`src/rtl/servo_pkg.sv`:
```
`timescale 1ns/1ps
package servo_pkg;
    parameter int unsigned DW    = 16;
    parameter int unsigned CW    = 16;
    parameter int unsigned SHIFT = 14;
    parameter int unsigned NPROF = 4;
    parameter int unsigned LANES = 2;

    localparam int unsigned PW = $clog2(NPROF);
    localparam int unsigned AW = DW + CW + 4;

    typedef logic signed [DW-1:0] sample_t;
    typedef logic signed [CW-1:0] coef_t;
    typedef logic signed [AW-1:0] acc_t;

    localparam acc_t Y_MAX = acc_t'((64'd1 << (DW-1)) - 64'd1);

    typedef enum logic [2:0] {
        ST_IDLE,
        ST_FWD0,
        ST_FWD1,
        ST_FBK,
        ST_WRITE
    } seq_e;

    function automatic sample_t clip_unit(input acc_t a);
        acc_t s;
        s = a >>> SHIFT;
        if (s < 0)
            return '0;
        else if (s > Y_MAX)
            return sample_t'(Y_MAX);
        else
            return sample_t'(s);
    endfunction
endpackage

```
`src/rtl/servo_profile_bank.sv`:
```
`timescale 1ns/1ps
module servo_profile_bank
    import servo_pkg::*;
(
    input  logic          clk,
    input  logic          rst_n,
    input  logic          wr_en,
    input  logic [PW-1:0] wr_prof,
    input  sample_t       wr_val,
    input  logic [PW-1:0] op_idx,
    output sample_t       op_y0,
    input  logic [PW-1:0] view_idx,
    output sample_t       view_y0,
    output sample_t       view_y1
);
    typedef struct packed {
        sample_t [NPROF-1:0] y0;
        sample_t [NPROF-1:0] y1;
    } bank_t;

    bank_t bank_d, bank_q;

    always_comb begin
        bank_d = bank_q;
        if (wr_en) begin
            bank_d.y1[wr_prof] = bank_q.y0[wr_prof];
            bank_d.y0[wr_prof] = wr_val;
        end
    end

    always_ff @(posedge clk) begin
        if (!rst_n) bank_q <= '0;
        else        bank_q <= bank_d;
    end

    assign op_y0   = bank_q.y0[op_idx];
    assign view_y0 = bank_q.y0[view_idx];
    assign view_y1 = bank_q.y1[view_idx];

    for (genvar p = 0; p < NPROF; p++) begin : g_prof_chk
        assert_y_in_range_R3: assert property (@(posedge clk) disable iff (!rst_n)
            !bank_q.y0[p][DW-1]);
        assert_hist_shift_R9: assert property (@(posedge clk) disable iff (!rst_n)
            (wr_en && wr_prof == PW'(p)) |=> (bank_q.y1[p] == $past(bank_q.y0[p])));
        assert_other_untouched_R4: assert property (@(posedge clk) disable iff (!rst_n)
            !(wr_en && wr_prof == PW'(p)) |=> $stable(bank_q.y0[p]));
    end
endmodule

```
`src/rtl/servo_mac_seq.sv`:
```
`timescale 1ns/1ps
module servo_mac_seq
    import servo_pkg::*;
(
    input  logic                clk,
    input  logic                rst_n,
    input  logic                adc_valid,
    input  sample_t             adc_sample,
    input  logic [PW-1:0]       profile_sel,
    input  logic                held,
    input  coef_t [NPROF-1:0]   b0_all,
    input  coef_t [NPROF-1:0]   b1_all,
    input  coef_t [NPROF-1:0]   a1_all,
    input  coef_t [NPROF-1:0]   off_all,
    input  sample_t             y0_act,
    output logic [PW-1:0]       act_prof,
    output logic                wr_en,
    output sample_t             wr_val,
    output logic                done
);
    typedef struct packed {
        seq_e          st;
        logic [PW-1:0] prof;
        sample_t       x0;
        sample_t       x1;
        acc_t          acc;
        logic          done;
    } seq_t;

    seq_t seq_d, seq_q;

    always_comb begin
        seq_d      = seq_q;
        seq_d.done = 1'b0;
        unique case (seq_q.st)
            ST_IDLE: begin
                if (adc_valid) begin
                    seq_d.x1 = seq_q.x0;
                    seq_d.x0 = adc_sample;
                    if (!held) begin
                        seq_d.st   = ST_FWD0;
                        seq_d.prof = profile_sel;
                    end
                end
            end
            ST_FWD0: begin
                seq_d.acc = (acc_t'(off_all[seq_q.prof]) <<< SHIFT)
                          + acc_t'(b0_all[seq_q.prof]) * acc_t'(seq_q.x0);
                seq_d.st  = ST_FWD1;
            end
            ST_FWD1: begin
                seq_d.acc = seq_q.acc + acc_t'(b1_all[seq_q.prof]) * acc_t'(seq_q.x1);
                seq_d.st  = ST_FBK;
            end
            ST_FBK: begin
                seq_d.acc = seq_q.acc + acc_t'(a1_all[seq_q.prof]) * acc_t'(y0_act);
                seq_d.st  = ST_WRITE;
            end
            ST_WRITE: begin
                seq_d.st   = ST_IDLE;
                seq_d.done = 1'b1;
            end
            default: seq_d.st = ST_IDLE;
        endcase
    end

    always_ff @(posedge clk) begin
        if (!rst_n) seq_q <= '{st: ST_IDLE, default: '0};
        else        seq_q <= seq_d;
    end

    assign act_prof = seq_q.prof;
    assign wr_en    = (seq_q.st == ST_WRITE);
    assign wr_val   = clip_unit(seq_q.acc);
    assign done     = seq_q.done;

    assert_x_shift_R5: assert property (@(posedge clk) disable iff (!rst_n)
        (seq_q.st == ST_IDLE && adc_valid) |=>
            (seq_q.x0 == $past(adc_sample) && seq_q.x1 == $past(seq_q.x0)));
    assert_busy_ignore_R10: assert property (@(posedge clk) disable iff (!rst_n)
        (seq_q.st != ST_IDLE) |=> ($stable(seq_q.x0) && $stable(seq_q.x1)));
    assert_hold_no_start_R6: assert property (@(posedge clk) disable iff (!rst_n)
        (seq_q.st == ST_IDLE && held) |=> (seq_q.st == ST_IDLE));
    assert_done_pulse_R9: assert property (@(posedge clk) disable iff (!rst_n)
        seq_q.done |=> !seq_q.done);
endmodule

```
`src/rtl/servo_iq_scaler.sv`:
```
`timescale 1ns/1ps
module servo_iq_scaler
    import servo_pkg::*;
(
    input  logic                clk,
    input  logic                rst_n,
    input  logic                enable,
    input  sample_t             gain,
    input  sample_t [LANES-1:0] lane_in,
    output sample_t [LANES-1:0] lane_out
);
    typedef logic signed [2*DW-1:0] wide_t;

    sample_t [LANES-1:0] out_d, out_q;

    always_comb begin
        for (int k = 0; k < LANES; k++) begin
            if (enable)
                out_d[k] = sample_t'((wide_t'(lane_in[k]) * wide_t'(gain)) >>> (DW-1));
            else
                out_d[k] = lane_in[k];
        end
    end

    always_ff @(posedge clk) begin
        if (!rst_n) out_q <= '0;
        else        out_q <= out_d;
    end

    assign lane_out = out_q;

    for (genvar k = 0; k < LANES; k++) begin : g_lane_chk
        assert_bypass_R7: assert property (@(posedge clk) disable iff (!rst_n)
            !enable |=> (out_q[k] == $past(lane_in[k])));
        assert_zero_gain_R8: assert property (@(posedge clk) disable iff (!rst_n)
            (enable && gain == '0) |=> (out_q[k] == '0));
    end
endmodule

```
`src/rtl/iir_servo_channel.sv`:
```
`timescale 1ns/1ps
module iir_servo_channel
    import servo_pkg::*;
(
    input  logic                         clk,
    input  logic                         rst_n,
    input  logic                         adc_valid,
    input  logic [DW-1:0]                adc_sample,
    input  logic [PW-1:0]                profile_sel,
    input  logic                         servo_en,
    input  logic                         servo_hold,
    input  logic [NPROF-1:0][CW-1:0]     coef_b0,
    input  logic [NPROF-1:0][CW-1:0]     coef_b1,
    input  logic [NPROF-1:0][CW-1:0]     coef_a1,
    input  logic [NPROF-1:0][CW-1:0]     coef_off,
    input  logic [DW-1:0]                i_in,
    input  logic [DW-1:0]                q_in,
    output logic [DW-1:0]                i_out,
    output logic [DW-1:0]                q_out,
    output logic [DW-1:0]                y_out,
    output logic [DW-1:0]                y_prev,
    output logic                         y_done
);
    logic                held;
    logic [PW-1:0]       act_prof;
    logic                wr_en;
    sample_t             wr_val;
    sample_t             op_y0;
    sample_t             view_y0;
    sample_t             view_y1;
    sample_t [LANES-1:0] lanes_in;
    sample_t [LANES-1:0] lanes_out;

    assign held = servo_hold | ~servo_en;

    servo_mac_seq u_seq (
        .clk         (clk),
        .rst_n       (rst_n),
        .adc_valid   (adc_valid),
        .adc_sample  (sample_t'(adc_sample)),
        .profile_sel (profile_sel),
        .held        (held),
        .b0_all      (coef_b0),
        .b1_all      (coef_b1),
        .a1_all      (coef_a1),
        .off_all     (coef_off),
        .y0_act      (op_y0),
        .act_prof    (act_prof),
        .wr_en       (wr_en),
        .wr_val      (wr_val),
        .done        (y_done)
    );

    servo_profile_bank u_bank (
        .clk      (clk),
        .rst_n    (rst_n),
        .wr_en    (wr_en),
        .wr_prof  (act_prof),
        .wr_val   (wr_val),
        .op_idx   (act_prof),
        .op_y0    (op_y0),
        .view_idx (profile_sel),
        .view_y0  (view_y0),
        .view_y1  (view_y1)
    );

    assign lanes_in = {q_in, i_in};

    servo_iq_scaler u_scale (
        .clk      (clk),
        .rst_n    (rst_n),
        .enable   (servo_en),
        .gain     (view_y0),
        .lane_in  (lanes_in),
        .lane_out (lanes_out)
    );

    assign i_out  = lanes_out[0];
    assign q_out  = lanes_out[1];
    assign y_out  = view_y0;
    assign y_prev = view_y1;
endmodule

```
`config.mk`:
```
export PLATFORM = sky130hd
export DESIGN_NAME = iir_servo_channel
export DESIGN_NICKNAME = d
export VERILOG_FILES = /design/src/rtl/servo_pkg.sv /design/src/rtl/servo_profile_bank.sv /design/src/rtl/servo_mac_seq.sv /design/src/rtl/servo_iq_scaler.sv /design/src/rtl/iir_servo_channel.sv
export SDC_FILE = /design/constraint.sdc
export NUM_CORES = 2
export LEC_CHECK = 0
export BUFFER_PORTS_ARGS = -buffer_cell sky130_fd_sc_hd__buf_2
export CAP_MARGIN = 0
export CORE_ASPECT_RATIO = 0.6
export CORE_MARGIN = 3
export CORE_UTILIZATION = 29
export CTS_BUF_LIST = sky130_fd_sc_hd__clkbuf_4
export DETAILED_ROUTE_END_ITERATION = 6
export PLACE_DENSITY_LB_ADDON = 0.08
export SLEW_MARGIN = 20
export SYNTH_ARGS = -nofsm -noshare
export SYNTH_HDL_FRONTEND = slang
export SYNTH_HIERARCHICAL = 1
export SYNTH_SLANG_ARGS = --single-unit
```
`constraint.sdc`:
```
create_clock -name clk -period 20 [get_ports clk]
set_clock_uncertainty 0.2 [all_clocks]
set_input_delay 1 -clock clk [delete_from_list [all_inputs] [get_ports clk]]
set_output_delay 1 -clock clk [all_outputs]
set_load 0.01 [all_outputs]
```
==> metrics.yaml <==
critical_path:
  worstSetupPathType: "reg -> reg"
  worst-path-max-fanout: 46
  worst_setup_path_end_kind: "flop"
  cp.required_ps: 20670
  arrival_ps: 10520
  start_kind: "flop"
floorplan:
  core_area_sq_mm: 0.2200
  initial_utilization_pct: 29.28
  ios: 376
  die_h_um: 371.0
  num_rows: 133
  die_w_um: 614.4
  fp.dieArea_sq_mm: 0.2280
route:
  wirelength_um: 220700
  dr_total_vias: 46720
  ant_nets: 0
  drtIter0Drc: 3012
  post_drt_wl_per_cell_um: 21.64
  firstDrtPassIters: 5
  via_per_inst: 4.579
  drc_errors: 0
grt:
  grt_usage_pct: 19.80
  antenna_found_initial: 16
  grt_pass1_vias: 50790
  grt.busiest_layer: "met1"
  grt_pass1_wl_um: 337900
  overflow: 0
  grt.met1_usage_pct: 32.97
  grt_use_met2_pct: 25.95
  grt_max_degree: 128
  grt.met3_usage_pct: 3.791
clock_tree:
  cts_inserted_buffers: 79
  cts_hold_buf: 16
  ctsResizeCount: 0
  cts_tree: "done"
  path_clk_slew_ps: 60
  post_cts_buffers: 0
  htree_levels: 3
  clock_latency_ps: 990
  clockBufferDepth: 3
  clock_sinks: 234
  cts_root_buffer: "clkbuf_4"
logic_synthesis:
  postSynth.topFlopCell: "dfxtp_1"
  synth.avg_cell_area_sq_um: 9.293
  syn_area_sq_mm: 0.06441
  synthArstFlopShare_pct: 0
  yosys_warnings: 6
  synth_nets: 9126
  synth_edf_count: 0
  ys_seq_area_share_pct: 7.273
  synthDistinctLibCells: 92
  synth_cells: 6931
  synth_seq_cells: 234
timing:
  min_period_over_period_pct: 49.26
  slew_viol_final: 0
  layout_min_cycle_time_ps: 9852
  rsz0062_at_grt: "false"
  max_freq_mhz: 101.5
  whs_ps: 242.6
  finalHoldViolCount: 0
  tightestPinTransition_ps: 1223
  max-slew-margin-rel_pct: 18.22
  finalSetupTns_ps: 0
  finalSetupViolations: 0
final_layout:
  areaGrowthSynthToFinish_pct: 9.132
  n_fill_cell: 23400
  fin_util_pct: 31.95
  drive_above_1_share_pct: 9.591
  final_net_count: 9358
  stdcell_area_sq_mm: 0.07029
outcome:
  outcome: "finished clean"
power_and_ir_drop:
  power_density_mw_per_mm2: 51.50
  internal_power_uw: 1632
  pwr-share-clk_pct: 14.3
  power_switching_uw: 1988
  p_comb_share_pct: 70.4
  cellLeakagePower_uw: 0.03641
  peakVddDrop_mv: 0.1030
  p_seq_share_pct: 15.3
  netSwitchingFraction_pct: 54.91
placed_design:
  hpwl_um: 183000
  gp_congestion: 0.8997
  port_buffers: 375
  dpl_cell_area_sq_mm: 0.06916
hold_path:
  hp-class: "reg -> reg"
flow_run:
  maxCapViolCount: 0
## worst max-delay path: stages, from the launching register on
cell,delay [ps]
dfxtp_4,960
buf_4,800
mux4_2,790
nand2_1,240
inv_1,90
fa_1,570
fa_1,910
inv_1,110
fa_1,490
inv_1,50
fa_1,540
fa_1,500
inv_1,50
fa_1,470
inv_1,40
ha_1,330
and3_1,230
and3_1,210
a221oi_1,310
o32ai_1,150
nor3_1,370
a31oi_1,170
xnor2_1,500
o21a_1,310
nor2b_1,70
a211o_1,220
## stage by stage
step | total power [uW] | std cells | worst slack, ps
floorplan | 2116 | 6931 | 11980
global placement | 3074 | 10040 | 10240
detailed placement | 3074 | 10040 | 10100
CTS | 3637 | 10190 | 10060
global route | 3976 | 10190 | 9540
finish | 3620 | 10200 | 10150
## final cells by class
| class | count | area, sq um | area share [%] |
|---|---|---|---|
| multi-input combinational | 4660 | 51880 | 73.82 |
| inverter | 1739 | 6528 | 9.287 |
| sequential | 234 | 4695 | 6.679 |
| tap | 2970 | 3716 | 5.287 |
| timing repair buffer | 449 | 2494 | 3.548 |
| clock buffer | 107 | 803.3 | 1.143 |
| clock inverter | 26 | 127.6 | 0.1816 |
| antenna | 17 | 42.54 | 0.06052 |
## cell usage after synthesis, drive strengths merged, types with 6 or more instances
cell type	instances	area [sq um]
a21boi	43	322.8
o211a	10	100.1
mux4	112	2549
a31oi	24	150.1
a221oi	8	87.59
o22ai	12	75.07
fa	1422	28470
ha	462	5781
nand2b	29	181.4
nor2b	28	175.2
o21ai	108	540.5
nand4	11	68.82
xor2	45	394.1
nand3	33	165.2
clkbuf	245	919.6
o21bai	22	165.2
o21a	18	136.4
inv	1738	6524
a211oi	24	192.7
nand2	926	3476
and3	19	125.1
buf	53	405.4
and4	8	72.57
mux2i	142	1421
nor2	172	645.6
mux2	6	67.56
dfxtp	234	4684
xnor2	108	945.9
a21o	41	309.1
o211ai	13	97.59
nor3	25	125.1
and2	584	3654
a21oi	124	624.4
## per-layer routing
layer,wire (um),up-vias
li1,-,21230
met1,120700,24290
met2,82230,1066
met3,14990,127
met4,2836,0
met5,0,-
## sequential cells by signal, indices dropped and copies added (netlist names)
signal            flops
u_seq/act_prof        2
u_seq/done            1
u_seq/seq_q          71
u_scale/lane_out     32
u_bank/bank_q       128
## path summary, 6_finish.rpt
kind                                           to  slack [ps]  cells after the start              start
worst max-delay path              u_seq/seq_q[35]       10150                     25  u_seq/act_prof[0]
worst min-delay path            u_bank/bank_q[34]         240                      2  u_bank/bank_q[98]
worst max register to register    u_seq/seq_q[35]       10150                     25  u_seq/act_prof[0]
worst min register to register  u_bank/bank_q[34]         240                      2  u_bank/bank_q[98]
## power by group through the flow
| stage | combinational (uW) | sequential [uW] | clock (uW) |
|---|---|---|---|
| 2_1_floorplan | 1600 | 513 | 0 |
| 3_3_place_gp | 2510 | 562 | 0 |
| 3_5_place_dp | 2510 | 562 | 0 |
| 4_1_cts | 2540 | 552 | 549 |
| 5_1_grt | 2850 | 556 | 568 |
| 6_report | 2550 | 555 | 516 |
## logic make-up after synthesis
group	Yosys count	share of synthesized area (%)
AOI/OAI and AO/OA	509	5.303
xor gates and xnor gates	153	2.081
adders and majority gates	1884	53.17
buffers and inverters	2037	12.19
DFF	234	7.273
muxes	260	6.269
other	1	0.005822
and+or+nand+nor	1853	13.70
## placed cells by master, fill, tap and decap left out, types with 123 or more instances in the layout
cell type / Yosys / layout
dfxtp_1: 234 / 230
a21oi_1: 123 / 123
buf_2: 15 / 374
nand2_1: 926 / 926
inv_1: 1738 / 1737
nor2_1: 172 / 171
mux2i_1: 142 / 142
and2_1: 584 / 584
ha_1: 462 / 462
fa_1: 1422 / 1422
No activity file was read; power rests on OpenSTA's default activity.
